File: config.mk
export PLATFORM = sky130hd
export DESIGN_NAME = refresh_req_timer
export DESIGN_NICKNAME = d
export VERILOG_FILES = /design/src/rtl/refresh_req_timer.sv
export SDC_FILE = /design/constraint.sdc
export NUM_CORES = 1
export LEC_CHECK = 0
export CORE_ASPECT_RATIO = 1.1
export CORE_MARGIN = 1.5
export CORE_UTILIZATION = 30
export DETAILED_ROUTE_END_ITERATION = 8
export PLACE_DENSITY = 0.49
export SYNTH_ARGS = -nofsm -noshare
export SYNTH_HDL_FRONTEND = slang
export SYNTH_SLANG_ARGS = --single-unit
File: constraint.sdc
create_clock -name clk -period 3.14 [get_ports clk]
set_input_delay 0.628 -clock clk [delete_from_list [all_inputs] [get_ports clk]]
set_output_delay 0.628 -clock clk [all_outputs]
set_load 0.03 [all_outputs]
File: src/rtl/refresh_req_timer.sv
module refresh_req_timer #(
  parameter int CNT_W       = 16,
  parameter int CLR_CYCLES  = 13,
  parameter int BACKLOG_MAX = 7,
  localparam int OWED_MAX   = BACKLOG_MAX + 1,
  localparam int OW         = $clog2(OWED_MAX + 1),
  localparam int HW         = (CLR_CYCLES > 1) ? $clog2(CLR_CYCLES) : 1
) (
  input  logic             clk,
  input  logic             rst_n,
  input  logic             prog_load,
  input  logic             mode_in,
  input  logic [CNT_W-1:0] interval,
  input  logic             rfsh_dis,
  input  logic             rfsh_strobe,
  input  logic             ext_ack,
  input  logic             rfsh_active,
  output logic             status_pin
);

  logic [CNT_W-1:0] cnt;
  logic [HW-1:0]    hold;
  logic [OW-1:0]    owed;
  logic             mode_q, act_q;

  wire             clr_cond = rfsh_strobe & ~rfsh_dis;
  wire             clr      = clr_cond && (hold == HW'(CLR_CYCLES - 1));
  wire [CNT_W:0]   nxt      = {1'b0, cnt} + 1'b1;
  wire             expire   = !clr && (nxt >= {1'b0, interval});
  wire             act_rise = rfsh_active & ~act_q;
  wire             svc      = (ext_ack | act_rise) && (owed != '0);
  wire             add      = expire && (owed != OW'(OWED_MAX));

  assign status_pin = mode_q ? rfsh_active : (owed != '0);

  always_ff @(posedge clk or negedge rst_n) begin
    if (!rst_n) begin
      cnt    <= '0;
      hold   <= '0;
      owed   <= '0;
      mode_q <= 1'b0;
      act_q  <= 1'b0;
    end else begin
      act_q <= rfsh_active;
      if (prog_load) mode_q <= mode_in;

      if (!clr_cond)   hold <= '0;
      else if (!clr)   hold <= hold + 1'b1;

      if (clr || expire) cnt <= '0;
      else               cnt <= nxt[CNT_W-1:0];

      owed <= owed + OW'(add) - OW'(svc);
    end
  end

  AST_OWED_LIMIT: assert property (@(posedge clk) disable iff (!rst_n)
    owed <= OW'(OWED_MAX));

  AST_REQ_HELD: assert property (@(posedge clk) disable iff (!rst_n)
    (owed != '0) && !ext_ack && !act_rise |=> (owed != '0));

  AST_EXPIRY_RECORDED: assert property (@(posedge clk) disable iff (!rst_n)
    expire && (owed != OW'(OWED_MAX)) && !ext_ack && !act_rise
      |=> owed == $past(owed) + OW'(1));

  AST_NO_SHORT_CLEAR: assert property (@(posedge clk) disable iff (!rst_n)
    clr && (CLR_CYCLES > 1) |-> $past(clr_cond));

  AST_CLEAR_KEEPS_OWED: assert property (@(posedge clk) disable iff (!rst_n)
    clr && !ext_ack && !act_rise |=> owed >= $past(owed));

endmodule

; ---- Yosys cells after proc, flatten, opt, wreduce, memory -nomap -nowiden
; Index checks and enable logic that the tools add are counted.
[totals]
regBits = 26
latch_bits = 0
ram_bits = 0
mem_bits_ro = 0
output_inout_bits = 1
word_cells = 29
mem_count = 0
[classes]
addsub = 4
mul = 0
div = 0
magnitude_cmp = 1
n_eq_ne = 3
n_shift = 0
n_mux = 4
bitwise = 5
n_reduce_logical = 7
[ops]
columns = cell, count
row1 = $add A16 B1 Y17 const B, 1
row2 = $ge A17 B16 Y1, 1
row3 = $mux W16, 1
row4 = $mux W4, 2
row5 = $add A4 B1 Y4, 1
row6 = $add A4 B1 Y4 const B, 1
row7 = $eq A4 B4 Y1 const B, 1
row8 = $logic_and A1 B1 Y1, 4
row9 = $ne A4 B4 Y1 const B, 1
row10 = $reduce_bool A4 Y1, 1
row11 = $sub A4 B1 Y4, 1
row12 = $and A1 B1 Y1, 2
row13 = $ne A2 B2 Y1 const B, 1
row14 = $not A1 Y1, 2
row15 = $logic_not A1 Y1, 1
row16 = $logic_or A1 B1 Y1, 1
row17 = $mux W1, 1
row18 = $or A1 B1 Y1, 1

; ---- Depth between registers and ports, before layout
[logic_depth]
depth_word = 8
mapped_depth = 18
depth_no_buf = 16

; ---- Least setup slack after synthesis
; Ideal clock, no wire load.
[synth_path]
kind = reg2reg
startpoint = reg cnt[2]
endpoint = reg owed[2]
setup_ns = 0.123
arrival_time_ns = 3.325
required_time_ns = 3.017
slack_ns = -0.307
path_stages_with_launch = 18
path_buffers = 1
synth_period_minus_slack_ns = 3.447
path_cell_list = dfrtp_1 > and4_1 > and2b_2 > nand4_1 > xnor2_1 > ha_1 > and3_1 > nand3_1 > a311o_1 > o211ai_2 > buf_4 > o21ai_1 > ha_1 > inv_1 > ha_1 > inv_1 > fa_1 > xnor2_1
[synth_via]
elab_chain_len = 6
[synth_lines]
columns = element, line_no
row1 = start: declaration, 21  ; logic [CNT_W-1:0] cnt;
row2 = start signal: assignment, 51  ; else cnt <= nxt[CNT_W-1:0];
row3 = $add A16 B1 Y17, 28  ; wire [CNT_W:0] nxt = {1'b0, cnt} + 1'b1;
row4 = $ge A17 B16 Y1, 29  ; wire expire = !clr && (nxt >= {1'b0, interval});
row5 = $logic_and A1 B1 Y1, 29
row6 = $logic_and A1 B1 Y1, 32  ; wire add = expire && (owed != OW'(OWED_MAX));
row7 = $add A4 B1 Y4, 53  ; owed <= owed + OW'(add) - OW'(svc);
row8 = $sub A4 B1 Y4, 53
row9 = end signal: assignment, 53
row10 = end: declaration, 23  ; logic [OW-1:0] owed;
; No other way between the ends.
; A chain may end at the register's enable or synchronous reset.

; ---- Final worst setup path
[layout_path]
startpoint = reg cnt[5]
endpoint = reg owed[2]
; The elaborated chain is that of the path after synthesis.

==> impl_metrics.ini <==
[route]
antenna_left = 0
dr.pass1.iters = 4
drtIter0Drc = 34
remaining_drc_errors = 0
drt-vias-per-instance = 4.40
drt-wirelength-per-cell_um = 11.2
routed_wl_um = 3740
vias = 1466

[critical_path]
timing_worst_setup_path_type = register to register
r2r_slack_ps = -240
reg2reg_depth = 16
r2r-end = owed[2]$_DFF_PN0_
critical_path_arrival_ps = 3540
start_kind = register
endpoint_kind = register
cp.required_ps = 3300
worstReg2RegStart = cnt[5]$_DFF_PN0_
critPathMaxFanout = 5

[flow_run]
maxCapViolations = 0

[synthesis]
netlist-cell-type-count = 38
ys_async_sr_fraction_pct = 100
avgSynthCellArea_um2 = 9.51
synth_edf_count = 0
yosys_warnings = 0
synth.net_count = 244
synthFlopType = dfrtp_1
yosysSeqAreaShare_pct = 35.3
synth_cells = 194
ys_seq_elements = 26
synth_area_mm2 = 0.00185

[sta]
rsz0062_at_grt = yes
max_freq_ghz = 0.296
hold_viol_final = 0
fin_crit_ps = 3380
tightest_slew_ps = 374
finClkSkew_ps = 3.23
setup_slack_ps = -240
post-route-period-util_pct = 108
setup_viol_count_final = 3
slew_headroom_pct = 75.0
finalMaxSlewViolations = 0

[placement]
globalplace.congestion = 0.728
place_ws_ps = -317
dp.cells = 329
dp.final_hpwl_um = 3090
io_buffers = 24

[clocking]
clk_latency_ps = 260
cts_tree = yes
clock_path_buffers = 2
cts_sinks = 26
post_cts_buffers = 0
numCtsBuffers = 3
clkTransAtPathRegs_ps = 90
h-tree-depth = 1
root_buffer = clkbuf_8

[global_routing]
grt_util_all_layers_pct = 12.3
grt_pass1_wl_um = 6550
grt_max_degree = 27
overflow = 0
antenna_found_initial = 0
grt_pass1_vias = 1475

[cells_and_area]
final_cells = 333
layout_common_cells = buf_4, inv_1, dfrtp_1
layout-drive-gt1-share_pct = 26.2
utilization_pct = 44.1
diodes = 0
nNetsFinal = 307
syn_to_final_growth_pct = 39.7
fillers = 595
layout_commonest_cell = buf_4

[min_path]
min_path_type = register to register
hold_depth = 1
hold_end = hold[3]$_DFFE_PN0P_
min-delay-start = hold[3]$_DFFE_PN0P_

[floorplanning]
ios = 25
start_util_pct = 31.6
core_area_mm2 = 0.00584
die_w_um = 77.8
rows = 29
fp.dieH_um = 85.3
die-area_mm2 = 0.00663

[power_and_ir_drop]
power.total_mw = 1.35
leakagePower_nw = 1.29
powerDensity_mw_per_mm2 = 522
ir_worst_vdd_v = 0.000296

[status]
status = finished with violations
violations = setup timing
critical path: stages (launching register included):
cell	delay, ps
dfrtp_1	370
and4_4	230
and2b_2	200
nand4_1	160
xnor2_2	190
ha_1	320
and3_4	220
nand3_4	70
a311o_1	310
o211ai_4	110
o21ai_2	70
ha_2	280
inv_2	60
ha_4	120
inv_2	30
fa_1	370
xnor2_1	130
stage by stage:
step / hold slack, ps / cell area, um2 / setup TNS (ps)
after floorplan: 332 / 1910 / -627
after global placement: 507 / 2490 / -866
after detailed placement: 504 / 2490 / -846
after CTS: 517 / 2570 / -750
after global routing: 548 / 2580 / -1290
final: 515 / 2580 / -659
cell families after synthesis:
family,Yosys count,synth area share [%]
simple gates,71,22.9
buf+inv,31,6.92
fa+ha+maj,26,18.0
flops,26,35.3
compound gates,20,6.64
xor+xnor,17,8.47
mux,3,1.76
worst max path at each step:
stage	slack (ps)	cells past startpoint	start	endpoint
after global routing	-440	16	cnt[5]$_DFF_PN0_	owed[2]$_DFF_PN0_
final	-240	16	cnt[5]$_DFF_PN0_	owed[2]$_DFF_PN0_
after global placement	-320	16	cnt[5]$_DFF_PN0_	owed[2]$_DFF_PN0_
after CTS	-270	16	cnt[5]$_DFF_PN0_	owed[2]$_DFF_PN0_
after detailed placement	-320	16	cnt[5]$_DFF_PN0_	owed[2]$_DFF_PN0_
after floorplan	-250	17	cnt[2]$_DFF_PN0_	owed[2]$_DFF_PN0_
report_power, final:
part / switching (mW) / internal (mW) / total (mW) / leakage, nW
clock: 0.102 / 0.170 / 0.272 / 0.0357
sequential: 0.0503 / 0.413 / 0.463 / 0.335
combinational: 0.279 / 0.331 / 0.610 / 0.917
registers in the layout, indices dropped and copies added (netlist names):
name and count:
owed 4, hold 4, cnt 16, mode_q 1, act_q 1
cells in the mapped netlist, drive strengths merged, types with 4 or more instances:
library cell | count | area (um2)
nand3 | 15 | 75.1
ha | 25 | 313
dfrtp | 26 | 651
xor2 | 5 | 51.3
inv | 28 | 105
nor3b | 11 | 97.6
nand2 | 12 | 52.6
xnor2 | 12 | 105
nor2 | 11 | 41.3
nand4 | 5 | 31.3
a21oi | 11 | 55.1
nor3 | 4 | 25.0
what timing repair did:
action / 4_1_cts / 5_1_grt
hold buffers: 0 / 0
pin swaps: 0 / 4
endpoints found under the setup margin: 3 / 3
gates resized for setup: 2 / 2
hold endpoints to repair: 0 / 0
layer usage:
metal	vias up	part of all wire, %	track usage [%]
met1	667	48	16.1
met4	0	0.62	2.98
met3	2	2.6	1.29
met2	20	48	21.7
met5	-	0	0
li1	777	-	-
layout make-up:
| type | count | area (um2) | area share (%) |
|---|---|---|---|
| Timing Repair Buffer | 61 | 518 | 20.1 |
| Multi-Input combinational cell | 137 | 1140 | 44.1 |
| Clock buffer | 3 | 41.3 | 1.60 |
| Tap cell | 77 | 96.3 | 3.74 |
| Inverter | 28 | 105 | 4.08 |
| Clock inverter | 1 | 30.0 | 1.16 |
| Sequential cell | 26 | 651 | 25.2 |
(Power assumes the default switching activity.)
